### src/rtl/gpio_irq_pkg.sv
package gpio_irq_pkg;

  localparam int unsigned NUM_SLOTS = 11;

  typedef enum logic [3:0] {
    RS_DIR    = 4'd0,
    RS_IN     = 4'd1,
    RS_OUT    = 4'd2,
    RS_CLR    = 4'd3,
    RS_SET    = 4'd4,
    RS_TGL    = 4'd5,
    RS_MASK   = 4'd6,
    RS_TYPE   = 4'd7,
    RS_POL    = 4'd8,
    RS_LAT    = 4'd9,
    RS_LATCLR = 4'd10,
    RS_NONE   = 4'd15
  } reg_sel_e;

  function automatic reg_sel_e slot_to_sel(input logic [3:0] idx);
    case (idx)
      4'd0:    return RS_DIR;
      4'd1:    return RS_IN;
      4'd2:    return RS_OUT;
      4'd3:    return RS_CLR;
      4'd4:    return RS_SET;
      4'd5:    return RS_TGL;
      4'd6:    return RS_MASK;
      4'd7:    return RS_TYPE;
      4'd8:    return RS_POL;
      4'd9:    return RS_LAT;
      4'd10:   return RS_LATCLR;
      default: return RS_NONE;
    endcase
  endfunction

endpackage

### src/rtl/gpio_in_sync.sv
module gpio_in_sync #(
  parameter int unsigned NPINS  = 64,
  parameter int unsigned STAGES = 2
) (
  input  logic             clk,
  input  logic             rst_n,
  input  logic [NPINS-1:0] pin_in,
  output logic [NPINS-1:0] sync_o,
  output logic [NPINS-1:0] prev_o
);

  logic [NPINS-1:0] stg [STAGES];
  logic [NPINS-1:0] prev_q;

  for (genvar i = 0; i < STAGES; i++) begin : g_stage
    logic [NPINS-1:0] stg_d;
    if (i == 0) begin : g_first
      assign stg_d = pin_in;
    end else begin : g_rest
      assign stg_d = stg[i-1];
    end
    always_ff @(posedge clk or negedge rst_n) begin
      if (!rst_n) stg[i] <= '0;
      else        stg[i] <= stg_d;
    end
  end

  always_ff @(posedge clk or negedge rst_n) begin
    if (!rst_n) prev_q <= '0;
    else        prev_q <= stg[STAGES-1];
  end

  assign sync_o = stg[STAGES-1];
  assign prev_o = prev_q;

endmodule

### src/rtl/gpio_irq_detect.sv
module gpio_irq_detect #(
  parameter int unsigned NPINS = 64
) (
  input  logic             clk,
  input  logic             rst_n,
  input  logic [NPINS-1:0] cur_i,
  input  logic [NPINS-1:0] prev_i,
  input  logic [NPINS-1:0] typ_i,
  input  logic [NPINS-1:0] pol_i,
  input  logic [NPINS-1:0] clr_i,
  output logic [NPINS-1:0] lat_o
);

  logic [NPINS-1:0] evt;
  logic [NPINS-1:0] lat_q, lat_d;

  for (genvar g = 0; g < NPINS; g++) begin : g_pin
    logic edg_hit, lvl_hit;
    assign edg_hit = pol_i[g] ? (cur_i[g] & ~prev_i[g]) : (~cur_i[g] & prev_i[g]);
    assign lvl_hit = pol_i[g] ? cur_i[g] : ~cur_i[g];
    assign evt[g]  = typ_i[g] ? edg_hit : lvl_hit;
  end

  // a set in the same cycle as a clear wins
  always_comb lat_d = (lat_q & ~clr_i) | evt;

  always_ff @(posedge clk or negedge rst_n) begin
    if (!rst_n) lat_q <= '0;
    else        lat_q <= lat_d;
  end

  assign lat_o = lat_q;

  // every detected event is in the latch one cycle later, mask or not
  assert_lat_set_R9: assert property (@(posedge clk) disable iff (!rst_n)
    (|evt) |=> ((lat_q & $past(evt)) == $past(evt)));

  // without a clear strobe no latched bit falls
  assert_lat_hold_R8: assert property (@(posedge clk) disable iff (!rst_n)
    (clr_i == '0) |=> ((lat_q & $past(lat_q)) == $past(lat_q)));

endmodule

### src/rtl/gpio_bus_regs.sv
module gpio_bus_regs
  import gpio_irq_pkg::*;
#(
  parameter int unsigned NPINS  = 64,
  parameter int unsigned ADDR_W = 8
) (
  input  logic              clk,
  input  logic              rst_n,
  input  logic              bus_req,
  input  logic              bus_we,
  input  logic [ADDR_W-1:0] bus_addr,
  input  logic [NPINS-1:0]  bus_wdata,
  output logic              bus_rvalid,
  output logic [NPINS-1:0]  bus_rdata,
  input  logic [NPINS-1:0]  sync_i,
  input  logic [NPINS-1:0]  lat_i,
  output logic [NPINS-1:0]  dir_o,
  output logic [NPINS-1:0]  out_o,
  output logic [NPINS-1:0]  mask_o,
  output logic [NPINS-1:0]  typ_o,
  output logic [NPINS-1:0]  pol_o,
  output logic [NPINS-1:0]  clr_o
);

  localparam int unsigned SLOT_W = ADDR_W - 3;

  logic [SLOT_W-1:0] slot;
  logic              hit;
  reg_sel_e          sel;
  logic              wr_en, rd_en;

  logic [NPINS-1:0] dir_q, dir_d, out_q, out_d, mask_q, mask_d;
  logic [NPINS-1:0] typ_q, typ_d, pol_q, pol_d;
  logic [NPINS-1:0] rdata_q, rdata_d;
  logic             rvalid_q;

  assign slot  = bus_addr[ADDR_W-1:3];
  assign hit   = (bus_addr[2:0] == 3'b000) && (slot < SLOT_W'(NUM_SLOTS));
  assign sel   = hit ? slot_to_sel(slot[3:0]) : RS_NONE;
  assign wr_en = bus_req && bus_we;
  assign rd_en = bus_req && !bus_we;

  always_comb begin
    dir_d  = dir_q;
    out_d  = out_q;
    mask_d = mask_q;
    typ_d  = typ_q;
    pol_d  = pol_q;
    clr_o  = '0;
    if (wr_en) begin
      case (sel)
        RS_DIR:    dir_d  = bus_wdata;
        RS_OUT:    out_d  = bus_wdata;
        RS_CLR:    out_d  = out_q & ~bus_wdata;
        RS_SET:    out_d  = out_q | bus_wdata;
        RS_TGL:    out_d  = out_q ^ bus_wdata;
        RS_MASK:   mask_d = bus_wdata;
        RS_TYPE:   typ_d  = bus_wdata;
        RS_POL:    pol_d  = bus_wdata;
        RS_LATCLR: clr_o  = bus_wdata;
        default:   ;
      endcase
    end
  end

  always_comb begin
    rdata_d = '0;
    if (rd_en) begin
      case (sel)
        RS_DIR:  rdata_d = dir_q;
        RS_IN:   rdata_d = sync_i;
        RS_MASK: rdata_d = mask_q;
        RS_TYPE: rdata_d = typ_q;
        RS_POL:  rdata_d = pol_q;
        RS_LAT:  rdata_d = lat_i;
        default: rdata_d = '0;
      endcase
    end
  end

  always_ff @(posedge clk or negedge rst_n) begin
    if (!rst_n) begin
      dir_q    <= '0;
      out_q    <= '0;
      mask_q   <= '1;
      typ_q    <= '0;
      pol_q    <= '0;
      rdata_q  <= '0;
      rvalid_q <= 1'b0;
    end else begin
      dir_q    <= dir_d;
      out_q    <= out_d;
      mask_q   <= mask_d;
      typ_q    <= typ_d;
      pol_q    <= pol_d;
      rdata_q  <= rdata_d;
      rvalid_q <= rd_en;
    end
  end

  assign dir_o      = dir_q;
  assign out_o      = out_q;
  assign mask_o     = mask_q;
  assign typ_o      = typ_q;
  assign pol_o      = pol_q;
  assign bus_rdata  = rdata_q;
  assign bus_rvalid = rvalid_q;

  assert_set_alias_R4: assert property (@(posedge clk) disable iff (!rst_n)
    (wr_en && sel == RS_SET) |=> ((out_q & $past(bus_wdata)) == $past(bus_wdata)));

  assert_clr_alias_R4: assert property (@(posedge clk) disable iff (!rst_n)
    (wr_en && sel == RS_CLR) |=> ((out_q & $past(bus_wdata)) == '0));

  assert_unmapped_zero_R11: assert property (@(posedge clk) disable iff (!rst_n)
    (rd_en && !hit) |=> (bus_rvalid && bus_rdata == '0));

endmodule

### src/rtl/gpio_irq_ctrl.sv
module gpio_irq_ctrl #(
  parameter int unsigned NPINS       = 64,
  parameter int unsigned ADDR_W      = 8,
  parameter int unsigned SYNC_STAGES = 2
) (
  input  logic              clk,
  input  logic              rst_n,
  input  logic              bus_req,
  input  logic              bus_we,
  input  logic [ADDR_W-1:0] bus_addr,
  input  logic [NPINS-1:0]  bus_wdata,
  output logic              bus_rvalid,
  output logic [NPINS-1:0]  bus_rdata,
  input  logic [NPINS-1:0]  pin_in,
  output logic [NPINS-1:0]  pin_out,
  output logic [NPINS-1:0]  pin_oe,
  output logic              irq
);

  logic [NPINS-1:0] sync_v, prev_v, lat_v, mask_v, typ_v, pol_v, clr_v;

  gpio_in_sync #(.NPINS(NPINS), .STAGES(SYNC_STAGES)) u_sync (
    .clk(clk), .rst_n(rst_n), .pin_in(pin_in), .sync_o(sync_v), .prev_o(prev_v)
  );

  gpio_bus_regs #(.NPINS(NPINS), .ADDR_W(ADDR_W)) u_regs (
    .clk(clk), .rst_n(rst_n),
    .bus_req(bus_req), .bus_we(bus_we), .bus_addr(bus_addr), .bus_wdata(bus_wdata),
    .bus_rvalid(bus_rvalid), .bus_rdata(bus_rdata),
    .sync_i(sync_v), .lat_i(lat_v),
    .dir_o(pin_oe), .out_o(pin_out), .mask_o(mask_v),
    .typ_o(typ_v), .pol_o(pol_v), .clr_o(clr_v)
  );

  gpio_irq_detect #(.NPINS(NPINS)) u_detect (
    .clk(clk), .rst_n(rst_n), .cur_i(sync_v), .prev_i(prev_v),
    .typ_i(typ_v), .pol_i(pol_v), .clr_i(clr_v), .lat_o(lat_v)
  );

  assign irq = |(lat_v & ~mask_v);

  // with every pin masked the line stays quiet, whatever is latched
  assert_irq_masked_R9: assert property (@(posedge clk) disable iff (!rst_n)
    (&mask_v) |-> !irq);

endmodule

### config.mk
export PLATFORM = sky130hd
export DESIGN_NAME = gpio_irq_ctrl
export DESIGN_NICKNAME = d
export VERILOG_FILES = /design/src/rtl/gpio_irq_pkg.sv /design/src/rtl/gpio_in_sync.sv /design/src/rtl/gpio_irq_detect.sv /design/src/rtl/gpio_bus_regs.sv /design/src/rtl/gpio_irq_ctrl.sv
export SDC_FILE = /design/constraint.sdc
export NUM_CORES = 1
export LEC_CHECK = 0
export CAP_MARGIN = 20
export CORE_MARGIN = 1.5
export CORE_UTILIZATION = 68
export CTS_BUF_LIST = sky130_fd_sc_hd__clkbuf_8
export DETAILED_ROUTE_END_ITERATION = 10
export DONT_BUFFER_PORTS = 1
export HOLD_SLACK_MARGIN = 0.03
export PLACE_DENSITY = 0.84
export SETUP_SLACK_MARGIN = 0.05
export SLEW_MARGIN = 20
export SYNTH_ARGS = -nofsm -noshare
export SYNTH_HDL_FRONTEND = slang
export SYNTH_SLANG_ARGS = --single-unit
### constraint.sdc
create_clock -name clk -period 4 [get_ports clk]
set_input_delay 1.2 -clock clk [delete_from_list [all_inputs] [get_ports clk]]
set_output_delay 1.2 -clock clk [all_outputs]
set_load 0.01 [all_outputs]
Word-level counts from Yosys, hierarchy flattened
Memory sizes are Yosys's and may differ from the RTL's.
Index checks and enable logic that the tools add are counted.
{"block": "totals", "register_bits": 641, "rom_bits": 64, "in_bits": 140, "out_inout_bits": 194, "elab_cells": 499, "n_memories": 1}
{"block": "classes", "magnitude_cmp": 1, "eq_ne": 10, "muxes": 198, "bitwise_logic": 265, "n_reduce_logical": 13}
{"name": "(no name shown)", "words": 16, "width": 4, "read_ports": 1, "rd_clocked_by_memory_dff": 0, "write_ports": 0, "line": "gpio_irq_pkg.sv:21", "text": "case (idx)"}
{"op": "$pmux 64 s6", "count": 1}
{"op": "$pmux 64 s4", "count": 1}
{"op": "$and 64x64->64", "count": 3}
{"op": "$mux 1", "count": 192}
{"op": "$mux 64", "count": 3}
{"op": "$not 64->64", "count": 3}
{"op": "$and 1x1->1", "count": 128}
{"op": "$not 1->1", "count": 128}
{"op": "$or 64x64->64", "count": 2}
{"op": "$reduce_or 64->1", "count": 1}
{"op": "$xor 64x64->64", "count": 1}
{"op": "$eq 4x3->1 const B", "count": 4}
{"op": "$eq 4x4->1 const B", "count": 3}
{"op": "$reduce_and 2->1", "count": 5}
{"op": "$eq 4x2->1 const B", "count": 2}
{"op": "$lt 5x4->1 const B", "count": 1}
{"op": "$eq 4x1->1 const B", "count": 1}
{"op": "$logic_not 4->1", "count": 1}
{"op": "$mux 4", "count": 1}
{"op": "$reduce_bool 4->1", "count": 1}
{"op": "$logic_and 1x1->1", "count": 3}
{"op": "$logic_not 3->1", "count": 1}
{"op": "$logic_not 1->1", "count": 1}

Longest topological paths before layout
Gate-level depths: netlist (run 1).
{"block": "logic_depth", "ltp_word": 9, "ltp_mapped": 10}

By module
From an unflattened synthesis (run 1), not the netlist that was laid out.
{"block": "unflattened", "hier_cells": 2406, "hier_area_um2": 30276.5}
{"module": "gpio_bus_regs", "instances": 1, "cells_per_inst": 1745, "area_per_inst_um2": 21180.3}
{"module": "gpio_in_sync", "instances": 1, "cells_per_inst": 192, "area_per_inst_um2": 4804.6}
{"module": "gpio_irq_detect", "instances": 1, "cells_per_inst": 384, "area_per_inst_um2": 3759.9}
{"module": "gpio_irq_ctrl", "instances": 1, "cells_per_inst": 85, "area_per_inst_um2": 531.8}

Worst setup path after synthesis (run 1)
No wires, ideal clock.
{"block": "synth_timing", "path_kind": "input port to flip-flop", "start": "input bus_addr[1]", "end": "register u_regs.dir_q[10], in the netlist u_regs.dir_o[10]", "setup_ns": 0.128, "arrival_ns": 3.082, "required_ns": 3.872, "setup_slack_ns": 0.791, "stages": 7, "path_cell_list": "or4_1 -> or3_1 -> clkbuf_1 -> nor3_4 -> nand3_4 -> buf_2 -> mux2_1"}
{"block": "synth_between", "elab_chain_cells": 5}
{"item": "start: declaration", "line": "gpio_irq_ctrl.sv:10", "text": "input logic [ADDR_W-1:0] bus_addr,"}
{"item": "$logic_not 3->1", "line": "gpio_bus_regs.sv:38", "text": "assign hit = (bus_addr[2:0] == 3'b000) && (slot < SLOT_W'(NUM_SLOTS));"}
{"item": "$logic_and 1x1->1", "line": "gpio_bus_regs.sv:38"}
{"item": "$mux 4", "line": "gpio_bus_regs.sv:39", "text": "assign sel = hit ? slot_to_sel(slot[3:0]) : RS_NONE;"}
{"item": "$logic_not 4->1", "line": "gpio_bus_regs.sv:51", "text": "case (sel)"}
{"item": "$reduce_and 2->1 (no source line)"}
{"item": "end signal: assignment", "line": "gpio_bus_regs.sv:91", "text": "dir_q <= dir_d;"}
{"item": "end: declaration", "line": "gpio_bus_regs.sv:32", "text": "logic [NPINS-1:0] dir_q, dir_d, out_q, out_d, mask_q, mask_d;"}
No other way between the ends.
A chain may end at the register's enable or synchronous reset.

Worst setup path in the final report (run 1)
{"block": "layout_timing", "start": "register u_regs.mask_q[15], in the netlist u_regs.mask_o[15]", "end": "output irq"}
{"block": "layout_between", "elab_chain_cells": 3}
{"item": "start: declaration", "line": "gpio_bus_regs.sv:32"}
{"item": "start signal: assignment", "line": "gpio_bus_regs.sv:93", "text": "mask_q <= mask_d;"}
{"item": "$not 64->64", "line": "gpio_irq_ctrl.sv:40", "text": "assign irq = |(lat_v & ~mask_v);"}
{"item": "$and 64x64->64", "line": "gpio_irq_ctrl.sv:40"}
{"item": "$reduce_or 64->1", "line": "gpio_irq_ctrl.sv:40"}
{"item": "end: declaration", "line": "gpio_irq_ctrl.sv:17", "text": "output logic irq"}
No other way between the ends.

==> flow_metrics.tcl, run 1 <==
set metrics [dict create \
    outcome "finished with violations" \
    violations "max-slew violations" \
    io_pins 334 \
    wirelength_um 86000 \
    ys.flop_type "dfrtp_1" \
    grt_usage_pct 39.3 \
    dpl.hpwl_um 54900 \
    fp.dieH_um 209 \
    layout_commonest_cell "dfrtp_1" \
    synth_edf_count 0 \
    peakVddDrop_mv 0.329 \
    maxCapViolations 0 \
    seq_area_frac_synth_pct 56.0 \
    worstMarginPinSlew_ns 2.24 \
    critical_path_buf_inv_count 0 \
    p_leak_nw 14.4 \
    numCtsBuffers 99 \
    wire_per_inst_um 27.6 \
    vias 21700 \
    grt-ovfl-total 0 \
    clkTransAtPathRegs_ns 0.06 \
    grt_pass1_wl_um 130000 \
    synth_area_mm2 0.0288 \
    cts-resized-gates 1 \
    utilization_pct 75.2 \
    cts_buffer_depth 3 \
    critPathLaunchType "flop" \
    synthToLayoutAreaGrowth_pct 9.34 \
    cpPeakStageDelay_ns 0.59 \
    initial_core_util_pct 68.8 \
    setup-violations-final 0 \
    synthCells 2482 \
    htreeDepth 3 \
    crit_slowest_cell "or4_1" \
    fin_setup_tns_ns 0 \
    numClockSinks 641 \
    grt_pass1_vias 21900 \
    cp_data_arrival_time_ns 2.77 \
    fin_nets 2754 \
    async_flop_share_pct 100 \
    first_pass_iters 6 \
    final_cell_mix "dfrtp_1, inv_1, mux2_2, nand2_1, nor2_1" \
    root_buffer "clkbuf_8" \
    max-slew-margin-rel_pct -49.3 \
    rsz0062_at_grt "no" \
    drc 0 \
    die-area_mm2 0.0436 \
    layout-drive-gt1-share_pct 19.5 \
    hold_violations 0 \
    placement_rows 75 \
    syn-num-nets 2750 \
    fp.dieW_um 209 \
    cts_hold_buf 0 \
    drt_iter0_drc 2824 \
    max_freq_mhz 252 \
    post-route-min-period_ns 3.97 \
    path_delay_family "simple AND/OR/NAND/NOR gates" \
    cp_data_required_time_ns 2.80 \
    viasPerCell 6.97 \
    finClkSkew_ns 0.0267 \
    cts_tree "built" \
    yosys_warnings 0 \
    drv_slew 519 \
    clkLatencyLatePin_ns 0.68 \
    power_density_mw_per_mm2 408 \
    grt_max_degree 642 \
    criticalPathCategory "reg -> out" \
    gp_congestion 0.894 \
    post_cts_buffers 0 \
    yosys_register_bits 641 \
    portBuffers 0 \
    finalPower_mw 12.9 \
    critPathCaptureType "primary output" \
    holdWs_ns 0.233 \
    timing.final.crit_share_pct 99.2 \
    coreArea_mm2 0.0419 \
    path_cells "o22ai_1, a221oi_1, nand3_1, or4_1" \
    ant_nets 0 \
    min_path_type "in -> async" \
    antenna_found_initial 7 \
    critical_path_peak_fanout 3 \
    synthDistinctLibCells 50 \
    syn-mean-instance-area_um2 11.6 \
]
[stage by stage]
step | instances | instance area [um2] | setup WS (ns)
2_1_floorplan | 2482 | 28800 | 0.791
3_3_place_gp | 2924 | 29500 | 0.567
3_5_place_dp | 2924 | 29500 | 0.469
4_1_cts | 3109 | 31500 | 0.0801
5_1_grt | 3113 | 31500 | 0.0923
6_report | 3114 | 31500 | 0.0332
[per-layer routing]
metal	wire length, um	vias up	global-route usage, %	share of wire [%]
met1	32000	11000	51.1	37
met3	10300	296	12.3	12
met4	4280	2	19.4	5.0
met5	10	-	0	0.012
met2	39400	1475	60.3	46
li1	-	8938	-	-
[layout make-up]
cell class | instances | area (um2)
fillers | 2671 | 10400
flip-flops and latches | 641 | 16100
clock buffers | 123 | 1690
multi-input cells | 1504 | 11500
well taps | 539 | 674
repair buffers | 48 | 498
clock inverters | 62 | 284
inverters | 192 | 721
diodes | 5 | 12.5
[cells by family after synthesis]
family / count (synthesis) / synth area share (%)
flops: 641 / 56.0
compound gates: 611 / 16.0
simple gates: 509 / 8.05
buf+inv: 337 / 4.56
mux: 256 / 9.90
fa+ha+maj: 128 / 5.56
[Yosys cell counts (2+ instances only)]
| master | number | area share [%] |
|---|---|---|
| dfrtp_1 | 577 | 50 |
| mux2_2 | 222 | 8.7 |
| inv_1 | 192 | 2.5 |
| nand2_1 | 182 | 2.4 |
| nor2_1 | 156 | 2.0 |
| ha_1 | 128 | 5.6 |
| a21oi_1 | 107 | 1.9 |
| clkbuf_1 | 98 | 1.3 |
| a22oi_1 | 80 | 2.1 |
| nor2b_1 | 71 | 1.5 |
| nor3_1 | 65 | 1.1 |
| a211oi_1 | 64 | 1.7 |
| dfstp_2 | 64 | 5.8 |
| o31ai_1 | 63 | 1.6 |
| o2bb2ai_1 | 62 | 1.9 |
| a221oi_1 | 53 | 1.6 |
| a311o_1 | 40 | 1.4 |
| buf_2 | 38 | 0.66 |
| a211o_1 | 24 | 0.73 |
| a32oi_1 | 24 | 0.73 |
| mux2i_1 | 24 | 0.83 |
| o21ai_0 | 24 | 0.42 |
| a221o_1 | 23 | 0.80 |
| o21a_1 | 23 | 0.60 |
| o22ai_1 | 20 | 0.43 |
| mux2_1 | 10 | 0.39 |
| buf_1 | 9 | 0.12 |
| nand3_1 | 6 | 0.10 |
| and3_1 | 4 | 0.087 |
| nor4_1 | 3 | 0.065 |
| or4_1 | 3 | 0.078 |
| and2_1 | 2 | 0.043 |
| nand4_1 | 2 | 0.043 |
| nor4bb_1 | 2 | 0.070 |
| or2_2 | 2 | 0.043 |
[final timing paths]
kind,startpoint,end,slack (ns),depth (start not counted)
worst max-delay path,u_regs.mask_o[15],irq,0.03,4
worst min-delay path,rst_n,u_regs.out_o[63],0.23,0
worst max register to register,u_regs.out_o[41],u_regs.out_o[41],2.52,5
worst min register to register,u_sync.g_stage[1].stg_d[26],u_sync.sync_o[26],0.34,0
max in group asynchronous,rst_n,u_sync.sync_o[31],1.99,0
min in group clk,u_sync.g_stage[1].stg_d[26],u_sync.sync_o[26],0.34,0
[flip-flops by register name, summed over array words and instances, names as in the netlist]
name	cells
u_detect.lat_o	64
u_regs.bus_rdata	64
u_regs.dir_o	64
u_regs.mask_o	64
u_regs.out_o	64
u_regs.pol_o	64
u_regs.typ_o	64
u_sync.g_stage.stg_d	64
u_sync.prev_o	64
u_sync.sync_o	64
u_regs.bus_rvalid	1
[report_power, final]
part | leakage [nW] | switching [mW] | internal (mW)
Clock | 1.19 | 2.54 | 2.83
Sequential | 7.91 | 0.264 | 6.73
Combinational | 5.30 | 0.256 | 0.220
Power figures use the tool's default switching activity.
==> run 2: changes to the inputs <==
Settings changed: BUFFER_PORTS_ARGS set to -buffer_cell sky130_fd_sc_hd__buf_2, CORE_UTILIZATION 68 to 65, DONT_BUFFER_PORTS 1 to not set, PLACE_DENSITY 0.84 to 0.88.
==> run 2 against run 1 <==
Net effect: the flow now finishes without violations; clock-buffer cell count up 1; final area grew 6.3%; non-clock buffer count increased by 348; critical path type unchanged; critical endpoint unchanged; largest cell class unchanged.
==> flow_metrics.tcl, run 2 (synthesis results as in run 1) <==
set metrics [dict create \
    outcome "finished, final reports clean" \
    p_leak_nw 16.1 \
    root_buffer "clkbuf_8" \
    placed_cells 3318 \
    grt-ovfl-total 0 \
    min_path_type "reg -> reg" \
    drt_iter0_drc 2877 \
    cts_tree "built" \
    critPathLaunchType "flop" \
    clkLatencyLatePin_ns 0.70 \
    numCtsBuffers 98 \
    final_cell_mix "dfrtp_1, buf_2, inv_1, mux2_2, nand2_1" \
    wirelength_um 90300 \
    swShare_pct 25.3 \
    dpl.hpwl_um 58000 \
    utilization_pct 77.2 \
    wire_per_inst_um 25.8 \
    vias 23400 \
    clkPwrFrac_pct 42.0 \
    internal_power_mw 10.1 \
    critPathCaptureType "primary output" \
    cp_data_arrival_time_ns 2.78 \
    cts_buffer_depth 3 \
    seq_power_share_pct 51.3 \
    max-slew-margin-rel_pct 35.7 \
    layout-drive-gt1-share_pct 29.4 \
    cp_data_required_time_ns 2.80 \
    fin_ws_ns 0.0243 \
    hold_violations 0 \
    share_comb_of_total_power_pct 6.7 \
    post-route-min-period_ns 3.98 \
    finClkSkew_ns 0.0334 \
    criticalPathCategory "reg -> out" \
    fp.dieH_um 214 \
    power_density_mw_per_mm2 404 \
    post_cts_buffers 0 \
    initial_core_util_pct 66.4 \
    die-area_mm2 0.0456 \
    critical_path_peak_fanout 2 \
    seqCellArea_mm2 0.0161 \
    grt_pass1_vias 24400 \
    holdWs_ns 0.338 \
    antenna_found_initial 3 \
    setup-violations-final 0 \
    maxCapViolations 0 \
    multi_input_area_mm2 0.0115 \
    peakVddDrop_mv 0.391 \
    layout_commonest_cell "dfrtp_1" \
    grt_pass1_wl_um 136000 \
    place_area_mm2 0.0313 \
    clkTransAtPathRegs_ns 0.06 \
    p_sw_mw 3.42 \
    grt_usage_pct 40.0 \
    gp_congestion 0.930 \
    coreArea_mm2 0.0434 \
    ant_nets 0 \
    drv_slew 0 \
    htreeDepth 3 \
    portBuffers 333 \
    worstMarginPinSlew_ns 0.965 \
    grt_max_degree 129 \
    finalNonFillerCells 3505 \
    max_freq_mhz 252 \
    numClockSinks 641 \
    finalPower_mw 13.5 \
    drc 0 \
    nFillCells 2583 \
    first_pass_iters 6 \
    final_area_mm2 0.0335 \
    synthToLayoutAreaGrowth_pct 16.2 \
    fin_setup_tns_ns 0 \
    timing.final.crit_share_pct 99.4 \
    dpl_worst_slack_ns 0.365 \
    fin_nets 3101 \
    fp.dieW_um 214 \
    viasPerCell 6.68 \
    rsz0062_at_grt "no" \
    io_pins 334 \
    placement_rows 76 \
]
## run 2: changes by cell type in the layout (fill, tap and decap cells not counted), sizes merged
cell      before  now
buf           48  396
diode          5    1
bufinv         1    4
clkinv        14   11
clkbuf       123  124
clkinvlp       2    1
inv          237  238
## run 2: cell type report
| type | count | share of cell area, % |
|---|---|---|
| multi-input combinational | 1504 | 34.4 |
| sequential | 641 | 48.2 |
| antenna | 1 | 0.00748 |
| clock inverter | 62 | 1.11 |
| clock buffer | 124 | 5.10 |
| timing repair buffer | 396 | 6.91 |
| inverter | 192 | 2.15 |
| tap | 585 | 2.19 |
## run 2: final timing paths
check / startpoint / end / slack (ns) / depth (start not counted)
setup reg to reg: u_regs.out_o[10] / u_regs.out_o[10] / 2.42 / 5
max in group asynchronous: rst_n / u_regs.mask_o[3] / 2.47 / 2
min in group asynchronous: rst_n / u_sync.g_stage[1].stg_d[57] / 0.50 / 1
setup / recovery: u_detect.lat_o[3] / irq / 0.02 / 6
hold reg to reg: u_sync.g_stage[1].stg_d[3] / u_sync.sync_o[3] / 0.34 / 0
hold / removal: u_sync.g_stage[1].stg_d[3] / u_sync.sync_o[3] / 0.34 / 0
## run 2: power by group through the flow
stage	sequential (mW)	clock (mW)	combinational (mW)
2_1_floorplan	7.01	0	0.359
3_3_place_gp	7.02	0	0.824
3_5_place_dp	7.04	0	0.889
4_1_cts	6.93	5.69	0.905
5_1_grt	6.96	5.97	1.00
6_report	6.94	5.68	0.911
## run 2: worst max-delay path, stage by stage (launching register included)
cell and delay [ns]:
dfrtp_1 0.39, inv_1 0.23, o22ai_1 0.16, nor4_2 0.47, nand3_1 0.13, or4_4 0.52
buf_2 0.16
## run 2: repair_timing
| action | 4_1_cts | 5_1_grt |
|---|---|---|
| gates resized for setup | 4 | 4 |
| hold buffers | 0 | 0 |
| setup endpoints to repair | 1 | 1 |
## run 2: per-layer routing
layer | GRT usage [%] | share of wire [%] | vias to the layer above
li1 | - | - | 9611
met1 | 49.4 | 36 | 11600
met2 | 61.4 | 46 | 1733
met3 | 11.3 | 11 | 464
met4 | 27.2 | 6.9 | 4
met5 | 0 | 0.061 | -
